**src/rtl/pgx_pkg.sv**
```systemverilog
package pgx_pkg;
   typedef enum logic [1:0] {
      FLT_NONE = 2'd0,
      FLT_LEN  = 2'd1,
      FLT_ABS  = 2'd2,
      FLT_WP   = 2'd3
   } pgx_fault_e;

   typedef enum logic {
      ST_IDLE = 1'b0,
      ST_WALK = 1'b1
   } pgx_state_e;
endpackage

```
**src/rtl/pgx_pte_chk.sv**
```systemverilog
module pgx_pte_chk
   import pgx_pkg::*;
#(
   parameter int FRAME_W = 8
) (
   input  logic [FRAME_W+1:0] pte,
   input  logic               is_write,
   output logic [FRAME_W-1:0] frame,
   output logic               writable,
   output pgx_fault_e         fault
);
   localparam int PRES_BIT = FRAME_W;
   localparam int WR_BIT   = FRAME_W + 1;

   always_comb begin
      frame    = pte[FRAME_W-1:0];
      writable = pte[WR_BIT];
      if (!pte[PRES_BIT])
         fault = FLT_ABS;
      else if (is_write && !pte[WR_BIT])
         fault = FLT_WP;
      else
         fault = FLT_NONE;
   end
endmodule

```
**src/rtl/pgx_tlb.sv**
```systemverilog
module pgx_tlb #(
   parameter int N       = 4,
   parameter int TAG_W   = 3,
   parameter int FRAME_W = 8
) (
   input  logic               clk,
   input  logic               rst_n,
   input  logic               flush,
   input  logic [TAG_W-1:0]   lk_tag,
   output logic               lk_hit,
   output logic [FRAME_W-1:0] lk_frame,
   output logic               lk_wr,
   input  logic               fill_en,
   input  logic [TAG_W-1:0]   fill_tag,
   input  logic [FRAME_W-1:0] fill_frame,
   input  logic               fill_wr
);
   localparam int PTR_W = (N > 1) ? $clog2(N) : 1;

   if (N < 2) begin : g_bad_n
      $error("pgx_tlb: N must be at least 2");
   end
   if (TAG_W < 1 || FRAME_W < 1) begin : g_bad_w
      $error("pgx_tlb: widths must be positive");
   end

   logic [N-1:0]       ent_v;
   logic [TAG_W-1:0]   ent_tag   [N];
   logic [FRAME_W-1:0] ent_frame [N];
   logic [N-1:0]       ent_wr;
   logic [N-1:0]       hit_vec;
   logic [PTR_W-1:0]   rr_ptr;

   for (genvar i = 0; i < N; i++) begin : g_cmp
      assign hit_vec[i] = ent_v[i] && (ent_tag[i] == lk_tag);
   end

   always_comb begin
      lk_hit   = 1'b0;
      lk_frame = '0;
      lk_wr    = 1'b0;
      for (int i = 0; i < N; i++) begin
         if (hit_vec[i]) begin
            lk_hit   = 1'b1;
            lk_frame = lk_frame | ent_frame[i];
            lk_wr    = lk_wr | ent_wr[i];
         end
      end
   end

   always_ff @(posedge clk) begin
      if (!rst_n) begin
         ent_v  <= '0;
         ent_wr <= '0;
         rr_ptr <= '0;
         for (int i = 0; i < N; i++) begin
            ent_tag[i]   <= '0;
            ent_frame[i] <= '0;
         end
      end else if (flush) begin
         ent_v  <= '0;
         rr_ptr <= '0;
      end else if (fill_en) begin
         for (int i = 0; i < N; i++) begin
            if (rr_ptr == PTR_W'(i)) begin
               ent_v[i]     <= 1'b1;
               ent_tag[i]   <= fill_tag;
               ent_frame[i] <= fill_frame;
               ent_wr[i]    <= fill_wr;
            end
         end
         rr_ptr <= (rr_ptr == PTR_W'(N - 1)) ? '0 : rr_ptr + 1'b1;
      end
   end

   // no page is ever held twice (round-robin fill only on miss)
   assert_unique_hit_R10: assert property (@(posedge clk) disable iff (!rst_n)
      $onehot0(hit_vec));

   assert_flush_empties_R9: assert property (@(posedge clk) disable iff (!rst_n)
      flush |=> (ent_v == '0));
endmodule

```
**src/rtl/pgx_dirty.sv**
```systemverilog
module pgx_dirty #(
   parameter int NPAGE = 8,
   parameter int IDX_W = 3
) (
   input  logic             clk,
   input  logic             rst_n,
   input  logic             clr,
   input  logic             set_en,
   input  logic [IDX_W-1:0] set_idx,
   output logic [NPAGE-1:0] bits
);
   if (NPAGE != (1 << IDX_W)) begin : g_bad_np
      $error("pgx_dirty: NPAGE must equal 2**IDX_W");
   end

   always_ff @(posedge clk) begin
      if (!rst_n)
         bits <= '0;
      else if (clr)
         bits <= '0;
      else if (set_en)
         bits[set_idx] <= 1'b1;
   end

   assert_mark_sets_R11: assert property (@(posedge clk) disable iff (!rst_n)
      (set_en && !clr) |=> bits[$past(set_idx)]);

   assert_clear_R9: assert property (@(posedge clk) disable iff (!rst_n)
      clr |=> (bits == '0));
endmodule

```
**src/rtl/pgxlat_unit.sv**
```systemverilog
module pgxlat_unit
   import pgx_pkg::*;
#(
   parameter int VA_W    = 14,
   parameter int OFF_W   = 11,
   parameter int FRAME_W = 8,
   parameter int TLB_N   = 4,
   parameter int MADDR_W = 8,
   localparam int VPN_W  = VA_W - OFF_W,
   localparam int NPAGE  = 1 << VPN_W,
   localparam int PTE_W  = FRAME_W + 2,
   localparam int PA_W   = FRAME_W + OFF_W
) (
   input  logic               clk,
   input  logic               rst_n,
   input  logic               tbase_we,
   input  logic [MADDR_W-1:0] tbase_wdata,
   input  logic               tlen_we,
   input  logic [VPN_W:0]     tlen_wdata,
   input  logic               req_valid,
   output logic               req_ready,
   input  logic [VA_W-1:0]    req_addr,
   input  logic               req_write,
   output logic               rsp_valid,
   output logic [1:0]         rsp_fault,
   output logic [PA_W-1:0]    rsp_paddr,
   output logic               mem_valid,
   input  logic               mem_ready,
   output logic [MADDR_W-1:0] mem_addr,
   input  logic [PTE_W-1:0]   mem_rdata,
   output logic [NPAGE-1:0]   page_mod
);
   if (OFF_W < 1 || OFF_W >= VA_W) begin : g_bad_off
      $error("pgxlat_unit: OFF_W must lie in 1..VA_W-1");
   end
   if (MADDR_W < VPN_W) begin : g_bad_maddr
      $error("pgxlat_unit: MADDR_W must cover the page number");
   end

   pgx_state_e          st;
   logic [MADDR_W-1:0]  tbase_q;
   logic [VPN_W:0]      tlen_q;
   logic [VPN_W-1:0]    vpn_q;
   logic [OFF_W-1:0]    off_q;
   logic                wr_q;
   logic [MADDR_W-1:0]  maddr_q;

   logic [VPN_W-1:0]    vpn_in;
   logic [OFF_W-1:0]    off_in;
   logic                accept;
   logic                len_bad;
   logic                lk_hit;
   logic [FRAME_W-1:0]  lk_frame;
   logic                lk_wr;
   logic                walk_done;
   logic [FRAME_W-1:0]  chk_frame;
   logic                chk_wr;
   pgx_fault_e          chk_fault;
   logic                fill_en;
   logic                hit_ok;
   logic                mark_en;
   logic [VPN_W-1:0]    mark_idx;

   assign vpn_in    = req_addr[VA_W-1:OFF_W];
   assign off_in    = req_addr[OFF_W-1:0];
   assign req_ready = (st == ST_IDLE);
   assign accept    = req_valid && req_ready;
   assign len_bad   = ({1'b0, vpn_in} >= tlen_q);
   assign mem_valid = (st == ST_WALK);
   assign mem_addr  = maddr_q;
   assign walk_done = mem_valid && mem_ready;

   pgx_tlb #(
      .N       (TLB_N),
      .TAG_W   (VPN_W),
      .FRAME_W (FRAME_W)
   ) u_tlb (
      .clk        (clk),
      .rst_n      (rst_n),
      .flush      (tbase_we),
      .lk_tag     (vpn_in),
      .lk_hit     (lk_hit),
      .lk_frame   (lk_frame),
      .lk_wr      (lk_wr),
      .fill_en    (fill_en),
      .fill_tag   (vpn_q),
      .fill_frame (chk_frame),
      .fill_wr    (chk_wr)
   );

   pgx_pte_chk #(
      .FRAME_W (FRAME_W)
   ) u_chk (
      .pte      (mem_rdata),
      .is_write (wr_q),
      .frame    (chk_frame),
      .writable (chk_wr),
      .fault    (chk_fault)
   );

   assign fill_en = walk_done && (chk_fault == FLT_NONE);
   assign hit_ok  = accept && !len_bad && lk_hit && (!req_write || lk_wr);

   always_comb begin
      mark_en  = 1'b0;
      mark_idx = vpn_in;
      if (hit_ok && req_write) begin
         mark_en  = 1'b1;
         mark_idx = vpn_in;
      end else if (fill_en && wr_q) begin
         mark_en  = 1'b1;
         mark_idx = vpn_q;
      end
   end

   pgx_dirty #(
      .NPAGE (NPAGE),
      .IDX_W (VPN_W)
   ) u_mod (
      .clk     (clk),
      .rst_n   (rst_n),
      .clr     (tbase_we),
      .set_en  (mark_en),
      .set_idx (mark_idx),
      .bits    (page_mod)
   );

   always_ff @(posedge clk) begin
      if (!rst_n) begin
         tbase_q <= '0;
         tlen_q  <= '0;
      end else begin
         if (tbase_we) tbase_q <= tbase_wdata;
         if (tlen_we)  tlen_q  <= tlen_wdata;
      end
   end

   always_ff @(posedge clk) begin
      if (!rst_n) begin
         st        <= ST_IDLE;
         rsp_valid <= 1'b0;
         rsp_fault <= FLT_NONE;
         rsp_paddr <= '0;
         vpn_q     <= '0;
         off_q     <= '0;
         wr_q      <= 1'b0;
         maddr_q   <= '0;
      end else begin
         rsp_valid <= 1'b0;
         case (st)
            ST_IDLE: begin
               if (accept) begin
                  vpn_q <= vpn_in;
                  off_q <= off_in;
                  wr_q  <= req_write;
                  if (len_bad) begin
                     rsp_valid <= 1'b1;
                     rsp_fault <= FLT_LEN;
                     rsp_paddr <= '0;
                  end else if (lk_hit) begin
                     rsp_valid <= 1'b1;
                     if (req_write && !lk_wr) begin
                        rsp_fault <= FLT_WP;
                        rsp_paddr <= '0;
                     end else begin
                        rsp_fault <= FLT_NONE;
                        rsp_paddr <= {lk_frame, off_in};
                     end
                  end else begin
                     st      <= ST_WALK;
                     maddr_q <= tbase_q + {{(MADDR_W-VPN_W){1'b0}}, vpn_in};
                  end
               end
            end
            ST_WALK: begin
               if (mem_ready) begin
                  st        <= ST_IDLE;
                  rsp_valid <= 1'b1;
                  rsp_fault <= chk_fault;
                  rsp_paddr <= (chk_fault == FLT_NONE) ? {chk_frame, off_q} : '0;
               end
            end
            default: st <= ST_IDLE;
         endcase
      end
   end

   assert_len_trap_R5: assert property (@(posedge clk) disable iff (!rst_n)
      (accept && len_bad) |=> (rsp_valid && rsp_fault == FLT_LEN && !mem_valid));

   assert_mem_hold_R3: assert property (@(posedge clk) disable iff (!rst_n)
      (mem_valid && !mem_ready) |=> (mem_valid && $stable(mem_addr)));

   assert_hit_fast_R4: assert property (@(posedge clk) disable iff (!rst_n)
      (accept && !len_bad && lk_hit) |=> (rsp_valid && !mem_valid));

   assert_offset_kept_R2: assert property (@(posedge clk) disable iff (!rst_n)
      (rsp_valid && rsp_fault == FLT_NONE) |-> (rsp_paddr[OFF_W-1:0] == off_q));

   assert_walk_answers_R4: assert property (@(posedge clk) disable iff (!rst_n)
      walk_done |=> (rsp_valid && req_ready));
endmodule

```
**config.mk**
```make
export PLATFORM = sky130hd
export DESIGN_NAME = pgxlat_unit
export DESIGN_NICKNAME = d
export VERILOG_FILES = /design/src/rtl/pgx_pkg.sv /design/src/rtl/pgx_pte_chk.sv /design/src/rtl/pgx_tlb.sv /design/src/rtl/pgx_dirty.sv /design/src/rtl/pgxlat_unit.sv
export SDC_FILE = /design/constraint.sdc
export NUM_CORES = 1
export LEC_CHECK = 0
export ABC_AREA = 1
export ABC_CLOCK_PERIOD_IN_PS = 3600
export BUFFER_PORTS_ARGS = -buffer_cell sky130_fd_sc_hd__buf_2
export CAP_MARGIN = 20
export CORE_AREA = 2 2 140 142
export CTS_CLUSTER_SIZE = 30
export DETAILED_ROUTE_END_ITERATION = 16
export DIE_AREA = 0 0 142 144
export PLACE_DENSITY_LB_ADDON = 0.08
export SLEW_MARGIN = 10
export SYNTH_ARGS = -nofsm -noshare
export SYNTH_HDL_FRONTEND = slang
export SYNTH_SLANG_ARGS = --single-unit
```
**constraint.sdc**
```tcl
create_clock -name clk -period 3.6 [get_ports clk]
set_clock_uncertainty 0.2 [all_clocks]
set_input_delay 0.72 -clock clk [delete_from_list [all_inputs] [get_ports clk]]
set_output_delay 0.72 -clock clk [all_outputs]
set_load 0.1 [all_outputs]
```
==> results by group <==
Yosys
  – Post-Synth XOR/XNOR Area: 0.778%
  – Average size of a mapped cell: 7.74 µm²
  – Yosys top cell by area: dfxtp_1
  – Most common cell in the netlist: nand2_1
  – EDFF count, synth: 44
  – Post-synthesis adder-cell area fraction: 2.58%
  – Compound-gate portion of the synthesized area: 10.6%
  – Largest family of logic cells by synthesized area: simple AND/OR/NAND/NOR gates
  – Dominant synthesized flop cell: dfxtp_1
  – Seq/Total Area, Yosys: 50.5%
  – Syn Inst Count: 727
  – Seq cells post-synth: 120
  – Ranking of synthesized cells by area: dfxtp_1 27%, edfxtp_1 23%, nand2_1 12%
  – Distinct cells, synth: 33
  – Fraction of registers with async set or reset after synthesis: 0%
  – Warnings, synthesis: 0
  – Cell area after synthesis: 0.00563 mm²
  – Mux contribution to synthesized area: 0%
  – Synth Area in Simple Gates: 26.7%
  – Post-synth net total: 781
  – Top-area cell type share of the netlist area: 27.0%
  – Synth cell count leaders: 180 x nand2_1, 123 x nor2_1, 92 x inv_1, 76 x dfxtp_1, 49 x a21oi_1

Route
  – Avg WL per Cell: 14.4 µm
  – DRC: 0
  – Via count: 4717
  – First-pass iteration count of the detailed router: 5
  – Via density per instance: 4.45
  – DR iter-0 viols: 275
  – Wirelength, routed: 15.3 mm
  – Post-DRT Antenna Nets: 0

STA
  – Final setup violating endpoints: 0
  – RSZ-0062 raised after global routing: false
  – Tmin final: 2.63 ns
  – Final Max Tran Viols: 0
  – TNS Setup: 0 ns
  – Slew HR: 57.2%
  – Setup ws final: 0.965 ns
  – Fin crit share: 73.2%
  – F_max: 0.380 GHz
  – Worst slew pin tran: 0.640 ns
  – Hold Vio Cnt, Final: 0
  – Hold_ws: 0.254 ns

Setup path
  – Setup CP Type: in2reg
  – Reg-to-reg endpoint: u_tlb.ent_frame[0][26]
  – CP required: 3.70 ns
  – Reg2reg path depth: 6
  – Critical Path End Type: flop
  – Worst-path maximum fanout: 14
  – Arrival time worst endpoint: 2.74 ns
  – Crit path top cell by count: nand2_1
  – Crit-path cells: buf_2, inv_2, ha_1, o21ai_0, nand2_1, nand2_1, nand2_1, nand2_1, nand2_2, nor2_2, inv_1, nor2_1, a21oi_1
  – CP delay by family, top: simple AND/OR/NAND/NOR gates
  – Crit path max-delay cell type: nor2_2
  – Worst r2r src: mem_valid
  – CP bufs+invs: 3
  – CP Launch Type: input port
  – Worst R2R Setup Slack: 1.18 ns
  – CP peak stage delay: 0.41 ns

Clock tree
  – Setup bufs post-CTS: 0
  – Post-CTS resize count: 0
  – TritonCTS clock tree: yes
  – CTS Buf Count: 17
  – Clock slew at reported path FFs: 0.06 ns
  – CTS H-tree depth: 4
  – CTS root buffer: clkbuf_16
  – Clk Latency, worst-skew pair: 0.41 ns
  – Clock Sinks: 120
  – CTS hold repair buffers: 0
  – CTS max path bufs: 2

Layout
  – Ant. Diodes: 0
  – # fillers: 2053
  – Layout cells sized above 1: 18.5%
  – Final nets: 862
  – P&R area growth vs syn: 21.0%
  – Fin cells: 1059

Die
  – Die Y: 144 µm
  – Core area: 0.0191 mm²
  – Std-Cell Rows: 51
  – Starting Density: 29.5%
  – Die Area: 0.0204 mm²
  – IO Pins: 83
  – Die Wd: 142 µm

Status
  – Outcome: completed

Global route
  – Wire length of the first global-routing pass: 24.5 mm
  – Met2 track demand over resource: 26.5%
  – Gr usage total: 15.7%
  – Met3 usage: 4.54%
  – Top Usage Layer GRT: met2
  – Initial antenna violation count: 1
  – GR Overflow Total: 0
  – Vias in the first global route: 4681
  – Met1 usage: 19.8%
  – Largest net degree at the start of global routing: 62

Pwr
  – PwrDens: 566 mW/mm²
  – Lkg Pwr: 0.00314 µW
  – Worst VDD drop: 0.000319 V

Hold path
  – Min-Delay Path Class: reg2reg
  – Hold EP: u_tlb.ent_v[3]
  – Min-Delay Startpoint: u_tlb.ent_v[3]
  – Worst hold stages: 2

Placed design
  – Hpwl dp: 10.4 mm
  – Pre-CTS setup slack: 0.510 ns
  – I/O Buffers: 82
  – GPL Wtd Cong: 0.758
  – Placed instance count: 1027

Run
  – Max-cap violations: 0
## layout by cell type (no fill, tap or decap), types with 3 or more instances in the layout
| master | instances |
|---|---|
| nand4_1 | 8 |
| clkbuf_1 | 4 |
| clkinv_2 | 5 |
| xor2_1 | 3 |
| o21ai_0 | 39 |
| nand2_1 | 180 |
| buf_4 | 4 |
| a21oi_2 | 10 |
| a21oi_1 | 49 |
| o21ai_1 | 4 |
| nand2_2 | 15 |
| inv_1 | 92 |
| edfxtp_1 | 44 |
| nand3_1 | 29 |
| inv_2 | 3 |
| clkbuf_16 | 19 |
| nor2_2 | 5 |
| dfxtp_1 | 76 |
| buf_2 | 82 |
| nor2_1 | 123 |
| ha_1 | 10 |
## worst register-to-register path, delay by kind of cell (launching register included)
family / cells / cell delay [ns]
buffers and inverters: 1 / 0.19
DFF: 1 / 0.55
and+or+nand+nor: 5 / 1.11
## per-stage QoR
step	util, %	power [µW]	instance area, µm²
after floorplan	-	2090	5630
after global placement	32.7	2220	6230
after detailed placement	32.7	2230	6230
after CTS	35.7	3900	6810
after global routing	35.7	4030	6810
final	35.7	3860	6810
## flip-flops by register name, indices dropped and copies added, names as in the netlist
register         flops
rsp_paddr           19
off_q               11
vpn_q                3
u_tlb.ent_frame     32
u_tlb.ent_tag       12
tlen_q               4
u_tlb.rr_ptr         2
wr_q                 1
rsp_fault            2
mem_valid            1
rsp_valid            1
u_tlb.ent_v          4
tbase_q              8
u_mod.bits           8
mem_addr             8
u_tlb.ent_wr         4
## cell families after synthesis
kind of cell | count (synthesis)
buf+inv | 120
simple gates | 364
fa+ha+maj | 11
flops | 120
xor+xnor | 5
compound gates | 107
## per-layer routing
layer  wire, µm  vias up  part of all wire, %
met3        652       15                  4.3
met5         14        -                0.092
met1       7240     2155                   47
met2       7200       87                   47
met4        150        2                 0.98
li1           -     2458                    -
## area by class of cell
cell class	count	area (µm²)	share of cell area [%]
Clock buffer	25	518	7.61
Clock inverter	7	61.3	0.900
Inverter	96	360	5.29
Multi-Input combinational cell	487	2290	33.6
Sequential cell	120	2840	41.7
Tap cell	238	298	4.37
Timing Repair Buffer	86	440	6.47
## worst max path at each step
stage | start | end | slack, ns | depth (start not counted)
6_report | req_addr[11] | mem_addr[7] | 0.97 | 13
2_1_floorplan | mem_valid | rsp_paddr[8] | 0.40 | 8
3_5_place_dp | req_addr[11] | mem_addr[7] | 0.51 | 13
3_3_place_gp | req_addr[11] | mem_addr[0] | 0.50 | 13
5_1_grt | req_addr[11] | mem_addr[7] | 0.69 | 13
4_1_cts | req_addr[11] | mem_addr[7] | 0.95 | 13
## report_power, final
| group | switching (µW) | total, µW | internal, µW | leakage (µW) |
|---|---|---|---|---|
| combinational | 536 | 667 | 131 | 0.00177 |
| clock | 600 | 1660 | 1060 | 0.000291 |
| sequential | 39.6 | 1530 | 1490 | 0.00108 |
| total | 1180 | 3860 | 2680 | 0.00314 |
No activity file was read; power rests on OpenSTA's default activity.
